## src/rtl/oformat_pkg.sv

```systemverilog
package oformat_pkg;

    typedef enum logic [1:0] {
        TPM_DATA     = 2'b00,
        TPM_TOGGLE   = 2'b01,
        TPM_RAMP     = 2'b10,
        TPM_DATA_ALT = 2'b11
    } tpm_e;

    localparam int OUT_LATENCY = 2;

endpackage

```

## src/rtl/oformat_decim.sv

```systemverilog
module oformat_decim (
    input  logic clk,
    input  logic rst_n,
    input  logic in_valid,
    input  logic in_sync,
    input  logic dec_en,
    output logic keep
);

    typedef struct packed {
        logic phase;
    } dec_t;

    dec_t st_d, st_q;
    logic eff_phase;

    always_comb begin
        st_d      = st_q;
        eff_phase = in_sync ? 1'b0 : st_q.phase;
        keep      = in_valid && (!dec_en || (eff_phase == 1'b0));
        st_d.phase = in_valid ? ~eff_phase : eff_phase;
    end

    always_ff @(posedge clk) begin
        if (!rst_n) begin
            st_q <= '0;
        end else begin
            st_q <= st_d;
        end
    end

    AST_DEC_DROP_ODD: assert property (@(posedge clk) disable iff (!rst_n)
        (dec_en && $past(dec_en) && in_valid && !in_sync && $past(in_valid && keep))
        |-> !keep);

    AST_SYNC_KEEPS: assert property (@(posedge clk) disable iff (!rst_n)
        (in_valid && in_sync) |-> keep);

endmodule

```

## src/rtl/oformat_pattern.sv

```systemverilog
module oformat_pattern
    import oformat_pkg::*;
#(
    parameter int DATA_W = 16
) (
    input  logic              clk,
    input  logic              rst_n,
    input  tpm_e              mode,
    input  logic              in_sync,
    input  logic              keep,
    output logic [DATA_W-1:0] word
);

    typedef struct packed {
        logic              tog;
        logic [DATA_W-1:0] cnt;
    } pat_t;

    pat_t st_d, st_q;
    logic              base_tog;
    logic [DATA_W-1:0] base_cnt;

    always_comb begin
        st_d     = st_q;
        base_tog = in_sync ? 1'b0 : st_q.tog;
        base_cnt = in_sync ? '0 : st_q.cnt;
        word     = '0;
        unique case (mode)
            TPM_TOGGLE: begin
                word     = base_tog ? '0 : '1;
                st_d.tog = keep ? ~base_tog : base_tog;
                st_d.cnt = '0;
            end
            TPM_RAMP: begin
                word     = base_cnt;
                st_d.cnt = keep ? base_cnt + 1'b1 : base_cnt;
                st_d.tog = 1'b0;
            end
            default: begin
                st_d.tog = 1'b0;
                st_d.cnt = '0;
            end
        endcase
    end

    always_ff @(posedge clk) begin
        if (!rst_n) begin
            st_q <= '0;
        end else begin
            st_q <= st_d;
        end
    end

    AST_TOGGLE_FLIP: assert property (@(posedge clk) disable iff (!rst_n)
        (mode == TPM_TOGGLE && $past(mode == TPM_TOGGLE) && $past(keep) && !in_sync)
        |-> (word == ~$past(word)));

    AST_RAMP_STEP: assert property (@(posedge clk) disable iff (!rst_n)
        (mode == TPM_RAMP && $past(mode == TPM_RAMP) && $past(keep) && !in_sync)
        |-> (word == $past(word) + 1'b1));

endmodule

```

## src/rtl/oformat_serial.sv

```systemverilog
module oformat_serial #(
    parameter int DATA_W = 16
) (
    input  logic              clk,
    input  logic              rst_n,
    input  logic              interleave,
    input  logic              s_valid,
    input  logic [DATA_W-1:0] s_i,
    input  logic [DATA_W-1:0] s_q,
    output logic [DATA_W-1:0] dac_a,
    output logic [DATA_W-1:0] dac_b,
    output logic              dac_frame,
    output logic              dac_valid
);

    typedef struct packed {
        logic [DATA_W-1:0] a;
        logic [DATA_W-1:0] b;
        logic [DATA_W-1:0] pend;
        logic              pend_v;
        logic              frame;
        logic              valid;
    } ser_t;

    ser_t st_d, st_q;

    always_comb begin
        st_d        = st_q;
        st_d.a      = '0;
        st_d.b      = '0;
        st_d.frame  = 1'b0;
        st_d.valid  = 1'b0;
        st_d.pend_v = 1'b0;
        if (s_valid) begin
            st_d.valid = 1'b1;
            st_d.a     = s_i;
            if (interleave) begin
                st_d.frame  = 1'b1;
                st_d.pend   = s_q;
                st_d.pend_v = 1'b1;
            end else begin
                st_d.b = s_q;
            end
        end else if (st_q.pend_v) begin
            st_d.valid = 1'b1;
            st_d.a     = st_q.pend;
        end
    end

    always_ff @(posedge clk) begin
        if (!rst_n) begin
            st_q <= '0;
        end else begin
            st_q <= st_d;
        end
    end

    assign dac_a     = st_q.a;
    assign dac_b     = st_q.b;
    assign dac_frame = st_q.frame;
    assign dac_valid = st_q.valid;

    AST_IL_PAIR: assert property (@(posedge clk) disable iff (!rst_n)
        (interleave && dac_frame) |=> (!interleave || (dac_valid && !dac_frame)));

    AST_IL_SPACING: assert property (@(posedge clk) disable iff (!rst_n)
        (interleave && s_valid) |-> !st_q.pend_v);

    AST_IDLE_ZERO: assert property (@(posedge clk) disable iff (!rst_n)
        !dac_valid |-> (dac_a == '0 && dac_b == '0 && !dac_frame));

endmodule

```

## src/rtl/iq_dac_formatter.sv

```systemverilog
module iq_dac_formatter
    import oformat_pkg::*;
#(
    parameter int DATA_W = 16
) (
    input  logic              clk,
    input  logic              rst_n,
    input  logic              cfg_interleave,
    input  logic              cfg_dec2,
    input  logic              cfg_offset_bin,
    input  logic [1:0]        cfg_test_mode,
    input  logic              in_valid,
    input  logic              in_sync,
    input  logic [DATA_W-1:0] in_i,
    input  logic [DATA_W-1:0] in_q,
    output logic [DATA_W-1:0] dac_a,
    output logic [DATA_W-1:0] dac_b,
    output logic              dac_frame,
    output logic              dac_valid
);

    localparam logic [DATA_W-1:0] MSB_MASK = {1'b1, {(DATA_W-1){1'b0}}};

    typedef struct packed {
        logic              valid;
        logic [DATA_W-1:0] i;
        logic [DATA_W-1:0] q;
    } stg_t;

    stg_t st_d, st_q;
    tpm_e mode;
    logic keep_w;
    logic is_pattern;
    logic [DATA_W-1:0] pat_word;

    assign mode = tpm_e'(cfg_test_mode);

    oformat_decim u_decim (
        .clk      (clk),
        .rst_n    (rst_n),
        .in_valid (in_valid),
        .in_sync  (in_sync),
        .dec_en   (cfg_dec2),
        .keep     (keep_w)
    );

    oformat_pattern #(.DATA_W(DATA_W)) u_pattern (
        .clk     (clk),
        .rst_n   (rst_n),
        .mode    (mode),
        .in_sync (in_sync),
        .keep    (keep_w),
        .word    (pat_word)
    );

    always_comb begin
        is_pattern = (mode == TPM_TOGGLE) || (mode == TPM_RAMP);
        st_d       = '0;
        if (keep_w) begin
            st_d.valid = 1'b1;
            if (is_pattern) begin
                st_d.i = pat_word;
                st_d.q = pat_word;
            end else if (cfg_offset_bin) begin
                st_d.i = in_i ^ MSB_MASK;
                st_d.q = in_q ^ MSB_MASK;
            end else begin
                st_d.i = in_i;
                st_d.q = in_q;
            end
        end
    end

    always_ff @(posedge clk) begin
        if (!rst_n) begin
            st_q <= '0;
        end else begin
            st_q <= st_d;
        end
    end

    oformat_serial #(.DATA_W(DATA_W)) u_serial (
        .clk        (clk),
        .rst_n      (rst_n),
        .interleave (cfg_interleave),
        .s_valid    (st_q.valid),
        .s_i        (st_q.i),
        .s_q        (st_q.q),
        .dac_a      (dac_a),
        .dac_b      (dac_b),
        .dac_frame  (dac_frame),
        .dac_valid  (dac_valid)
    );

    // cycles since reset, saturating, so latency checks never reach into reset
    logic [1:0] age_q;
    always_ff @(posedge clk) begin
        if (!rst_n) begin
            age_q <= '0;
        end else if (age_q != 2'd2) begin
            age_q <= age_q + 2'd1;
        end
    end

    AST_PAR_LATENCY: assert property (@(posedge clk) disable iff (!rst_n)
        (age_q == 2'd2 && !cfg_interleave && !$past(cfg_interleave) && !$past(cfg_interleave, 2))
        |-> (dac_valid == $past(keep_w, 2)));

    AST_NODEC_KEEP: assert property (@(posedge clk) disable iff (!rst_n)
        (age_q == 2'd2 && !cfg_interleave && !$past(cfg_dec2, 2) && !$past(cfg_interleave)
         && !$past(cfg_interleave, 2) && $past(in_valid, 2)) |-> dac_valid);

endmodule

```

## config.mk

```make
export PLATFORM = sky130hd
export DESIGN_NAME = iq_dac_formatter
export DESIGN_NICKNAME = d
export VERILOG_FILES = /design/src/rtl/oformat_pkg.sv /design/src/rtl/oformat_decim.sv /design/src/rtl/oformat_pattern.sv /design/src/rtl/oformat_serial.sv /design/src/rtl/iq_dac_formatter.sv
export SDC_FILE = /design/constraint.sdc
export NUM_CORES = 1
export LEC_CHECK = 0
export ABC_AREA = 1
export BUFFER_PORTS_ARGS = -buffer_cell sky130_fd_sc_hd__buf_2
export CAP_MARGIN = 5
export CORE_UTILIZATION = 56
export CTS_CLUSTER_SIZE = 24
export DETAILED_ROUTE_END_ITERATION = 16
export PLACE_DENSITY = 0.8
export SLEW_MARGIN = 20
export SYNTH_ARGS = -nofsm -noshare
export SYNTH_HDL_FRONTEND = slang
export SYNTH_SLANG_ARGS = --single-unit
```

## constraint.sdc

```tcl
create_clock -name clk -period 2.1 [get_ports clk]
set_clock_uncertainty 0.1 [all_clocks]
set_input_delay 0.42 -clock clk [delete_from_list [all_inputs] [get_ports clk]]
set_output_delay 0.42 -clock clk [all_outputs]
set_load 0.02 [all_outputs]
```

# Word-level counts from Yosys, hierarchy flattened
# Index checks and enable logic that the tools add are counted.
# op_classes
reduce_logical	8
add_sub_neg	1
mux	17
n_eq_ne	2
bitwise	6
# ops
operator	n
two-way mux 16 bit	5
two-way mux 32 bit	2
one-hot mux 17 bit (2 select lines)	1
two-way mux 33 bit	1
one-hot mux 16 bit (2 select lines)	1
adder 16 x 1 -> 16 bit, second input constant	1
two-way mux 1 bit	6
inverter 1 bit	6
AND reduction 2 bit	3
OR reduction 3 bit	1
equality test 2 x 1 -> 1 bit, second input constant	1
equality test 2 bit, second input constant	1
logical OR 1 bit	2
two-way mux 2 bit	1
logical AND 1 bit	1
zero test 1 bit	1
# word_totals
in_bits	41
regBits	102

# Logic depth before layout (Yosys ltp)
# Gate-level depths: netlist of the first run.
# depth
ltp_word	6
mapped_depth	10
depth_no_buf	10

# Hierarchy
# A second synthesis of the first run with hierarchy kept.
# unflattened
cells_unflattened	611
hier_area_um2	4499.3
# by_module_without_submodules
mod	cells_each	area_per_inst_um2	instances	seq_area_each_um2
oformat_serial	281	2070.7	1	1001.0
oformat_pattern	184	1203.7	1	340.3
iq_dac_formatter	137	1162.4	1	660.6
oformat_decim	9	62.6	1	20.0

# Worst setup path before layout of the first run
# No wires, ideal clock.
# synth_timing
path_type	input to register
start	in cfg_test_mode[0]
end	reg st_q[0] (netlist bit)
setup_slack_ns	0.336
setup_ns	0.115
cell_stages	9
n_path_buf	2
arrival_ns	1.548
path_cell_list	inv_1 > ha_1 > clkbuf_1 > nor2_1 > inv_2 > clkbuf_1 > o21ai_0 > o21ai_0 > inv_1
# synth_via
elab_chain_len	3
elab_cells_between_ends	5
classes_between	eq/ne (2); mux (2); reduce/logical (1)
# synth_lines
item	line	source
start, declared	iq_dac_formatter.sv:11	input logic [1:0] cfg_test_mode,
equality test 2 bit or equality test 2 x 1 -> 1 bit (tied branches)	oformat_pattern.sv:28, iq_dac_formatter.sv:57	
one-hot mux 16 bit (2 select lines) or logical OR 1 bit (tied branches)	oformat_pattern.sv:28, iq_dac_formatter.sv:57	
two-way mux 32 bit (*)	iq_dac_formatter.sv:61	if (is_pattern) begin
end signal, assigned	iq_dac_formatter.sv:78	st_q <= st_d;
end, declared	iq_dac_formatter.sv:30	stg_t st_d, st_q;
# Mark *: on every way between the ends. The rest lies on a longest branch, timed or not.
# A chain may end at the register's enable or synchronous reset.

# Worst setup path after layout of the first run
# layout_timing
start	in cfg_test_mode[0]
end	reg u_pattern.st_q[3] (netlist bit)
# layout_via
elab_chain_len	2
elab_cells_between_ends	3
classes_between	eq/ne (2); mux (1)
# layout_lines
item	line	source
equality test 2 bit or equality test 2 x 1 -> 1 bit (tied branches)	oformat_pattern.sv:28	unique case (mode)
one-hot mux 17 bit (2 select lines) (*)	oformat_pattern.sv:28	
end signal, assigned	oformat_pattern.sv:50	st_q <= st_d;
end, declared	oformat_pattern.sv:19	pat_t st_d, st_q;
# Marked as above.

==> results of run 1 <==
==> final timing paths <==
check	start	to	slack (ns)	cells past startpoint
setup / recovery	cfg_test_mode[0]	u_pattern.st_q[3]	0.49	8
hold / removal	cfg_interleave	u_serial.st_q[2]	0.21	3
setup reg to reg	st_q[32]	u_serial.dac_a[15]	0.67	3
hold reg to reg	st_q[11]	u_serial.dac_b[11]	0.34	2
==> cell usage after synthesis, drive strengths merged <==
cell type | count | share of area
xor2 | 2 | 0.0040
a211oi | 1 | 0.0017
inv | 108 | 0.094
ha | 2 | 0.0058
xnor2 | 4 | 0.0081
nor3 | 1 | 0.0012
nand4 | 1 | 0.0014
a21oi | 24 | 0.028
o21ai | 79 | 0.091
nand3 | 38 | 0.050
nand2 | 95 | 0.088
clkbuf | 16 | 0.014
buf | 42 | 0.073
dfxtp | 101 | 0.47
or2 | 3 | 0.0043
nor2 | 57 | 0.062
nor4 | 1 | 0.0014
o21a | 2 | 0.0035
o211ai | 1 | 0.0017
==> per-layer routing <==
metal / GRT usage / vias up
met3: 0.03215 / 14
met5: 0 / -
met2: 0.3532 / 101
met1: 0.3012 / 1530
met4: 0.06989 / 0
li1: - / 1811
==> area by class of cell <==
cell class / instances / area, sq um / share of cell area
flip-flops and latches: 101 / 2022 / 0.4290
multi-input cells: 311 / 1525 / 0.3236
repair buffers: 82 / 442.9 / 0.09397
inverters: 108 / 407.9 / 0.08654
clock buffers: 9 / 123.9 / 0.02628
well taps: 99 / 123.9 / 0.02628
clock inverters: 7 / 67.56 / 0.01434
==> where the power goes <==
group	internal (mW)	switching [mW]
Clock	0.460	0.703
Combinational	0.101	0.180
Sequential	1.97	0.0217
Total	2.53	0.905
==> cells by family (layout without fill, tap and decap cells) <==
group,Yosys count,in the layout,share of synthesized area
XOR/XNOR,6,6,0.01213
flip-flops,101,101,0.4668
AO/OA/AOI/OAI,107,107,0.1259
AND/OR/NAND/NOR,196,196,0.2083
adder cells (fa/ha/maj),2,2,0.005776
buffers and inverters,166,206,0.1811
==> stage by stage <==
stage               cell area (sq um)  total power, mW  cells
finish                           4713            3.433    717
global route                     4713            3.585    717
CTS                              4713            3.444    717
detailed placement               4522            2.311    701
global placement                 4522            2.302    701
floorplan                        4332            2.222    578
==> flip-flops by register name, summed over array words and instances (netlist names) <==
signal              cells
u_pattern.st_q         17
st_q                   33
u_serial.dac_b         16
u_serial.dac_valid      1
u_serial.st_q          17
u_decim.st_q            1
u_serial.dac_a         16
==> critical path, delay by kind of cell <==
| kind | cells | cell delay [ns] |
|---|---|---|
| AO/OA/AOI/OAI | 1 | 0.22 |
| AND/OR/NAND/NOR | 2 | 0.41 |
| buffers and inverters | 4 | 0.41 |
| adder cells (fa/ha/maj) | 1 | 0.33 |
==> metrics.md, run 1 <==
| Metric | Value |
|---|---|
| Netlist cell types | `33` |
| Final hold vios | `0` |
| Slowest CP cell | `ha_1` |
| Post-Route WL | `~8.4 mm` |
| Tot GR Track Use | `0.2183` |
| CP Capture Type | `register` |
| Worst setup SP type | `input pin` |
| VDD IR-drop max | `about 0.31 mV` |
| Die X | `about 90 um` |
| CP max stage delay | `around 0.33 ns` |
| Outcome | `complete, no violations` |
| CTS tree | `built` |
| Crit path DAT | `around 1.8 ns` |
| Total number of vias | `about 3,500` |
| DIE HEIGHT | `between 80 and 90 um` |
| Commonest non-fill, non-tap cell in the layout | `inv_1` |
| Minimum clock period | `~1.6 ns` |
| Core Box Area | `between 7000 and 8000 sq um` |
| Starting DRT DRC Count | `about 130` |
| Syn avg cell area | `7.494 sq um` |
| Fin util | `0.6396` |
| Slew headroom | `0.7802` |
| Core Rows | `31` |
| DRT antenna net count | `0` |
| Hold crit path type | `input pin to register` |
| Routed wire per std cell | `about 12 um` |
| RSZ-0062 raised after global routing | `no` |
| Power Density | `728.3 nW/um^2` |
| Final Worst Setup Slack | `about 0.5 ns` |
| Initial Utilization | `0.5878` |
| Post-route DRC | `0` |
| Initial antenna violation count | `0` |
| Leak pwr | `approximately 2.3 nW` |
| Sink Count | `approximately 100` |
| Max_cap viols | `0` |
| Top layer in use | `met4` |
| Post-place setup slack | `between 0.1 and 0.15 ns` |
| Most used cell, CP | `inv_2` |
| Final count of negative-setup-slack endpoints | `0` |
| Vias in the first global route | `about 3,100` |
| WL met2 | `approximately 4 mm` |
| I/O pin cnt | `between 70 and 80` |
| Die ar. | `a little over 8000 sq um` |
| Met1 wire length | `3.878 mm` |
| # diodes | `0` |
| Routed wl met3 | `400 um` |
| # resized after CTS | `0` |
| IO Port Bufs | `74` |
| Fmax | `roughly 620 MHz` |
| Period Utilization, post-route | `0.7663` |
| CTS root buf | `clkbuf_8` |
| Worst-path cell chain | `buf_2, inv_1, ha_1, nor2_1, inv_2, nor2_2, inv_2, a211oi_1` |
| Final HPWL DP | `about 6.3 mm` |
| Max-slew violations | `0` |
| Largest net degree at the start of global routing | `34` |
| H-tree Lvls | `3` |
| Overflow after GRT | `0` |
| Required @ worst endpoint | `about 2.3 ns` |
| CTS Hold Bufs | `0` |
| YS warnings | `0` |
| Worst Path Class, Setup | `input pin to register` |
| Fill cells | `slightly below 700` |
| Clock buffer depth | `2` |
| Commonest cells after routing, fill and taps aside | `103 x inv_1, 101 x dfxtp_1, 87 x nand2_1` |
| Clock Pin Slew Worst Setup and Hold Paths | `0.10 ns` |
| Synth Instances | `578` |
| Sequential area share after synthesis | `0.4668` |
| Sum of negative setup slack | `0 ns` |
| Clock Latency Late Sink | `roughly 0.35 ns` |
| Inserted Clock Buffers | `9` |
| First-pass GRT wire length | `approximately 14 mm` |
| Post-synthesis sequential element count | `about 100` |
| Post-DR vias/cell | `4.820` |
| Hold WS | `~0.21 ns` |
| Synthesized area | `between 4000 and 5000 sq um` |
| Share of layout cells above drive strength 1 | `0.2055` |
| Slew at the pin with the worst max-slew slack | `0.3262 ns` |
| Post-Syn Nets | `between 600 and 700` |
| Crit Path Max Fanout | `16` |
| Drt pass-1 iters | `5` |
| Routability cong. | `0.8726` |
| Final net count | `~660` |
| Area growth syn-to-layout | `8.810%` |
| Postcts setup bufs | `0` |
(Power assumes the default switching activity.)
==> run 2: changes to the inputs <==
Settings changed: CORE_UTILIZATION 56 to 50, PLACE_DENSITY 0.8 to 0.75.
Clock period 2.1 ns to 1.45 ns, I/O delays scaled along.
==> metrics.md, run 2 (synthesis results as in run 1) <==
| Metric | Value |
|---|---|
| Initial Utilization | `0.5219 (-0.06584)` |
| Fmax | `734.9 MHz` |
| Core Rows | `33 (+6.5%)` |
| Placed Cells | `729 (+4.0%)` |
| Post-route DRC | `0 (unchanged)` |
| Max_cap viols | `0 (unchanged)` |
| Hold WS | `0.06992 ns (-0.1425 ns)` |
| Final Worst Setup Slack | `0.08935 ns (-0.4013 ns)` |
| Slowest CP cell | `dfxtp_2` |
| CTS tree | `built` |
| RSZ-0062 raised after global routing | `no` |
| Final HPWL DP | `6.565 mm (+4.2%)` |
| Clock network power share | `0.337 (-0.002)` |
| CTS Hold Bufs | `0 (unchanged)` |
| DRT antenna net count | `0 (unchanged)` |
| Top delay family on crit path | `flip-flops` |
| CP Buf/Inv Count | `1 (-3)` |
| Starting DRT DRC Count | `173 (+34%)` |
| Max FFs per register | `33 (unchanged)` |
| CTS root buf | `clkbuf_8` |
| Fin util | `0.5934 (-0.04616)` |
| Share of layout cells above drive strength 1 | `0.2516 (+0.04606)` |
| WL met2 | `4.209 mm (+5.5%)` |
| Sw Share | `0.2688 (+0.005228)` |
| Period Utilization, post-route | `0.9384` |
| Clock buffer depth | `2 (unchanged)` |
| VDD IR-drop max | `0.4977 mV (+60%)` |
| IO Port Bufs | `74 (unchanged)` |
| Post-Route WL | `8.856 mm (+5.4%)` |
| Internal Power | `3.670 mW (+45%)` |
| Sw Pwr | `1.349 mW (+49%)` |
| Core Box Area | `8299 sq um (+13%)` |
| CP Capture Type | `output port` |
| Hold crit path type | `input pin to register` |
| Slew headroom | `0.7853 (+0.005048)` |
| Non-filler cells, final | `745 (+3.9%)` |
| Clock Pin Slew Worst Setup and Hold Paths | `0.09 ns (about the same)` |
| Max-slew violations | `0 (unchanged)` |
| Tot GR Track Use | `0.2026 (-0.01569)` |
| Sink Count | `101 (unchanged)` |
| Initial antenna violation count | `0 (unchanged)` |
| Drt pass-1 iters | `5 (unchanged)` |
| Worst Path Class, Setup | `register to output port` |
| # diodes | `0 (unchanged)` |
| Die ar. | `9039 sq um (+12%)` |
| Crit Path Max Fanout | `8 (-8)` |
| Vias in the first global route | `3,079 (-1.0%)` |
| DIE HEIGHT | `95.08 um (+5.7%)` |
| Inserted Clock Buffers | `9 (unchanged)` |
| Clock Latency Late Sink | `0.37 ns (+0.02 ns)` |
| Worst setup SP type | `register` |
| Total number of vias | `3,553 (+2.8%)` |
| Post-place setup slack | `-0.2513 ns (-0.3939 ns)` |
| Die X | `95.08 um (+5.7%)` |
| Routed wire per std cell | `11.89 um (+1.4%)` |
| Met1 wire length | `4.049 mm (+4.4%)` |
| Worst-path cell chain | `buf_2` |
| Slew at the pin with the worst max-slew slack | `0.3221 ns (-0.004123 ns)` |
| Top layer in use | `met4` |
| CP max stage delay | `0.42 ns (+0.09 ns)` |
| First-pass GRT wire length | `14.09 mm (-2.0%)` |
| Post-DR vias/cell | `4.769 (-1.1%)` |
| Cell area after layout | `4925 sq um (+4.5%)` |
| Minimum clock period | `~1.4 ns` |
| Largest registers | `st_q: 33 flops, u_pattern.st_q: 17 flops, u_serial.st_q: 17 flops` |
| Routed wl met3 | `439 um (+9.8%)` |
| Cell Area, Placed | `4717 sq um (+4.3%)` |
| Required @ worst endpoint | `1.06 ns (-1.22 ns)` |
| Routability cong. | `0.8554 (-2.0%)` |
| Comb pwr share | `0.089 (+0.007)` |
| Final count of negative-setup-slack endpoints | `0 (unchanged)` |
| I/O pin cnt | `75 (unchanged)` |
| Power Density | `1019 nW/um^2 (+40%)` |
| Leak pwr | `2.433 nW (+4.1%)` |
| Final net count | `679 (+3.5%)` |
| Commonest cells after routing, fill and taps aside | `102 x inv_1, 97 x dfxtp_1, 86 x nand2_1` |
| Crit path DAT | `0.97 ns (-0.82 ns)` |
| Commonest non-fill, non-tap cell in the layout | `inv_1` |
| Final hold vios | `0 (unchanged)` |
| H-tree Lvls | `3 (unchanged)` |
| Largest net degree at the start of global routing | `34 (unchanged)` |
| Sequential share of power | `0.574 (-0.005)` |
| Overflow after GRT | `0 (unchanged)` |
| Outcome | `complete, no violations` |
| Area growth syn-to-layout | `13.69%` |
| Top reg by flops | `st_q` |
run 2: repair_timing:
action                                  4_1_cts  5_1_grt
buffers inserted                              0        0
cloned                                        0        1
pin swaps                                     0        2
endpoints found under the setup margin        1       35
gates resized for setup                       1        7
hold endpoints to repair                      0        0
run 2: final cells by class:
type | instances | area [sq um]
clock inverters | 6 | 57.56
flip-flops and latches | 101 | 2027
repair buffers | 104 | 595.6
multi-input cells | 312 | 1579
inverters | 108 | 410.4
well taps | 105 | 131.4
clock buffers | 9 | 123.9
fillers | 769 | 3374
run 2: path summary, 6_finish.rpt:
check	startpoint	endpoint	depth (start not counted)	slack [ns]
setup / recovery	u_serial.st_q[2]	dac_frame	1	0.09
hold / removal	cfg_interleave	u_serial.st_q[2]	3	0.07
setup reg to reg	u_pattern.st_q[0]	u_pattern.st_q[2]	7	0.12
hold reg to reg	st_q[7]	u_serial.dac_b[7]	2	0.33
run 2: power groups by stage:
stage | clock (mW) | sequential [mW] | combinational, mW
final | 1.69 | 2.88 | 0.446
after global placement | 0 | 2.94 | 0.428
after CTS | 1.72 | 2.88 | 0.441
after floorplan | 0 | 2.93 | 0.310
after global routing | 1.84 | 2.89 | 0.497
after detailed placement | 0 | 2.94 | 0.438
run 2: worst reg2reg max path, delay by kind of cell, from the launching register on:
family	cells	cell delay, ns
simple gates	3	0.39
compound gates	1	0.16
buf+inv	3	0.28
flops	1	0.37
run 2: layer usage:
| layer | global-route usage | vias up |
|---|---|---|
| met5 | 0 | - |
| met4 | 0.08460 | 0 |
| met3 | 0.03429 | 16 |
| met2 | 0.3262 | 104 |
| met1 | 0.2677 | 1576 |
| li1 | - | 1857 |
run 2: through the flow:
| stage | power, mW | TNS (ns) |
|---|---|---|
| 2_1_floorplan | 3.245 | -0.1865 |
| 3_3_place_gp | 3.370 | -6.853 |
| 5_1_grt | 5.223 | 0 |
| 6_report | 5.019 | 0 |
| 4_1_cts | 5.037 | 0 |
| 3_5_place_dp | 3.382 | -8.520 |
==> run 3: changes to the inputs <==
--- a/config.mk
+++ b/config.mk
@@ -9,3 +9,2 @@
 export BUFFER_PORTS_ARGS = -buffer_cell sky130_fd_sc_hd__buf_2
-export CAP_MARGIN = 5
 export CORE_UTILIZATION = 50
@@ -14,2 +13,3 @@
 export PLACE_DENSITY = 0.75
+export SKIP_CTS_REPAIR_TIMING = 1
 export SLEW_MARGIN = 20
--- a/constraint.sdc
+++ b/constraint.sdc
@@ -4,2 +4,2 @@
 set_output_delay 0.29 -clock clk [all_outputs]
-set_load 0.02 [all_outputs]
+set_load 0.1 [all_outputs]
==> metrics.md, run 3 (synthesis results as in run 1) <==
| Metric | Value |
|---|---|
| Outcome | `complete, no violations` |
| Die X | `95.08 um (unchanged)` |
| Comb pwr share | `0.102 (+0.013)` |
| Final count of negative-setup-slack endpoints | `0 (unchanged)` |
| Final net count | `681 (+0.29%)` |
| CP max stage delay | `0.33 ns (-0.09 ns)` |
| # diodes | `0 (unchanged)` |
| Max_cap viols | `0 (unchanged)` |
| Sink Count | `101 (unchanged)` |
| Clock network power share | `0.335 (-0.002)` |
| Share of layout cells above drive strength 1 | `0.2551 (+0.003492)` |
| Required @ worst endpoint | `1.06 ns (about the same)` |
| RSZ-0062 raised after global routing | `yes` |
| IO Port Bufs | `74 (unchanged)` |
| Area of the multi-input gates | `1577 sq um (-0.16%)` |
| Final hold vios | `0 (unchanged)` |
| Power Density | `991.8 nW/um^2 (-2.7%)` |
| Post-Route WL | `8.835 mm (-0.24%)` |
| Routability cong. | `0.9138 (+6.8%)` |
| Core Rows | `33 (unchanged)` |
| Worst-path cell chain | `clkbuf_4` |
| Max FFs per register | `33 (unchanged)` |
| Reg area | `2029 sq um (+0.12%)` |
| Cell Area, Placed | `4816 sq um (+2.1%)` |
| CP Buf/Inv Count | `1 (unchanged)` |
| Worst-case reg-to-reg path depth | `5 (-2)` |
| Post-DR vias/cell | `4.763 (-0.12%)` |
| DRT antenna net count | `0 (unchanged)` |
| Routed wire per std cell | `11.81 um (-0.64%)` |
| Top reg by flops | `st_q` |
| First-pass GRT wire length | `14.59 mm (+3.6%)` |
| Commonest cells after routing, fill and taps aside | `102 x inv_1, 97 x dfxtp_1, 87 x nand2_1` |
| H-tree Lvls | `3 (unchanged)` |
| Initial antenna violation count | `0 (unchanged)` |
| Critical register-to-register path endpoint | `st_q[12]` |
| Overflow after GRT | `0 (unchanged)` |
| Clock buffer depth | `2 (unchanged)` |
| Hold crit path type | `input pin to register` |
| Largest registers | `st_q: 33 flops, u_pattern.st_q: 17 flops, u_serial.st_q: 17 flops` |
| Worst R2R Start | `u_decim.st_q` |
| Sw Pwr | `1.407 mW (+4.3%)` |
| Internal Power | `3.698 mW (+0.78%)` |
| Cell area after layout | `5147 sq um (+4.5%)` |
| Max-slew violations | `0 (unchanged)` |
| Final HPWL DP | `6.615 mm (+0.77%)` |
| Initial Utilization | `0.5219 (unchanged)` |
| Largest net degree at the start of global routing | `34 (unchanged)` |
| Inserted Clock Buffers | `9 (unchanged)` |
| Total number of vias | `3,563 (+0.28%)` |
| Total Power | `5.105 mW (+1.7%)` |
| Starting DRT DRC Count | `162 (-6.4%)` |
| Core Box Area | `8299 sq um (unchanged)` |
| Worst Path Class, Setup | `register to output port` |
| I/O pin cnt | `75 (unchanged)` |
| Fmax | `710.9 MHz (-3.3%)` |
| Tot GR Track Use | `0.2093 (+0.006720)` |
| Register-to-Register Setup Slack | `0.10 ns (-0.02 ns)` |
| DIE HEIGHT | `95.08 um (unchanged)` |
| Period Utilization, post-route | `0.9701 (+0.03174)` |
| CTS root buf | `clkbuf_8` |
| Top delay family on crit path | `flip-flops` |
| Leak pwr | `2.457 nW (+0.97%)` |
| Die ar. | `9039 sq um (unchanged)` |
| Crit Path Max Fanout | `1 (-7)` |
| Area growth syn-to-layout | `18.83%` |
| Sw Share | `0.2755 (+0.006758)` |
| Hold Path Stages | `3 (unchanged)` |
| Worst setup SP type | `register` |
| Post-route DRC | `0 (unchanged)` |
| Slew at the pin with the worst max-slew slack | `0.3393 ns (+0.01721 ns)` |
| Crit path DAT | `1.02 ns (+0.05 ns)` |
| Clock Latency Late Sink | `0.36 ns (about the same)` |
| Worst Hold End | `u_serial.st_q[2]` |
| CTS tree | `built` |
| Fill cells | `730 (-5.1%)` |
| Drt pass-1 iters | `5 (unchanged)` |
| Slowest CP cell | `dfxtp_1` |
| Minimum clock period | `1.407 ns (+0.04602 ns)` |
| Hold Crit Start | `cfg_interleave` |
| Fin util | `0.6202 (+0.02684)` |
| Sum of negative setup slack | `0 ns (unchanged)` |
| Commonest non-fill, non-tap cell in the layout | `inv_1` |
| Sequential share of power | `0.564 (-0.010)` |
| CP Capture Type | `output port` |
| Slew headroom | `0.7732 (-0.01201)` |
| Vias in the first global route | `3,277 (+6.4%)` |
| VDD IR-drop max | `0.4064 mV (-18%)` |
| Clock Pin Slew Worst Setup and Hold Paths | `0.11 ns (+0.02 ns)` |
## run 3: cell type report
cell class / instances / share of cell area
Clock inverter: 7 / 0.01313
Timing Repair Buffer: 106 / 0.1570
Sequential cell: 101 / 0.3943
Clock buffer: 9 / 0.02406
Inverter: 108 / 0.07973
Multi-Input combinational cell: 312 / 0.3063
Tap cell: 105 / 0.02552
## run 3: worst max path at each step
stage               endpoint               from  cells past startpoint
floorplan           st_q[18]   cfg_test_mode[0]                      9
global placement    st_q[10]   cfg_test_mode[0]                      8
detailed placement   st_q[1]            in_sync                      7
CTS                 dac_a[1]  u_serial.dac_a[1]                      1
global route         st_q[5]   cfg_test_mode[0]                      8
finish              dac_a[1]  u_serial.dac_a[1]                      1
## run 3: worst min-delay path, delay by kind of cell
kind | cells | cell delay [ns]
AND/OR/NAND/NOR | 2 | 0.12
buffers and inverters | 1 | 0.11
## run 3: power groups by stage
| stage | clock network [mW] | registers, mW | logic (mW) |
|---|---|---|---|
| after global routing | 1.86 | 2.89 | 0.578 |
| after CTS | 1.74 | 2.88 | 0.496 |
| final | 1.71 | 2.88 | 0.519 |
| after global placement | 0 | 2.94 | 0.484 |
| after floorplan | 0 | 2.95 | 0.348 |
| after detailed placement | 0 | 2.94 | 0.493 |
## run 3: metal layers
layer | vias to the layer above | global-route usage | wire, um
met5 | - | 0 | 0
met2 | 99 | 0.3423 | 4202
met3 | 11 | 0.05343 | 376
met4 | 0 | 0.06439 | 93
met1 | 1594 | 0.2702 | 4163
li1 | 1859 | - | -
## run 3: through the flow
step           setup WS (ns)  hold slack, ns  std cells
6_report             0.04332         0.07258        748
5_1_grt             -0.02313         0.07899        748
4_1_cts             -0.07414         0.05927        743
3_5_place_dp         -0.2468          0.3302        727
3_3_place_gp         -0.1989          0.3318        727
2_1_floorplan       -0.03396          0.3160        578
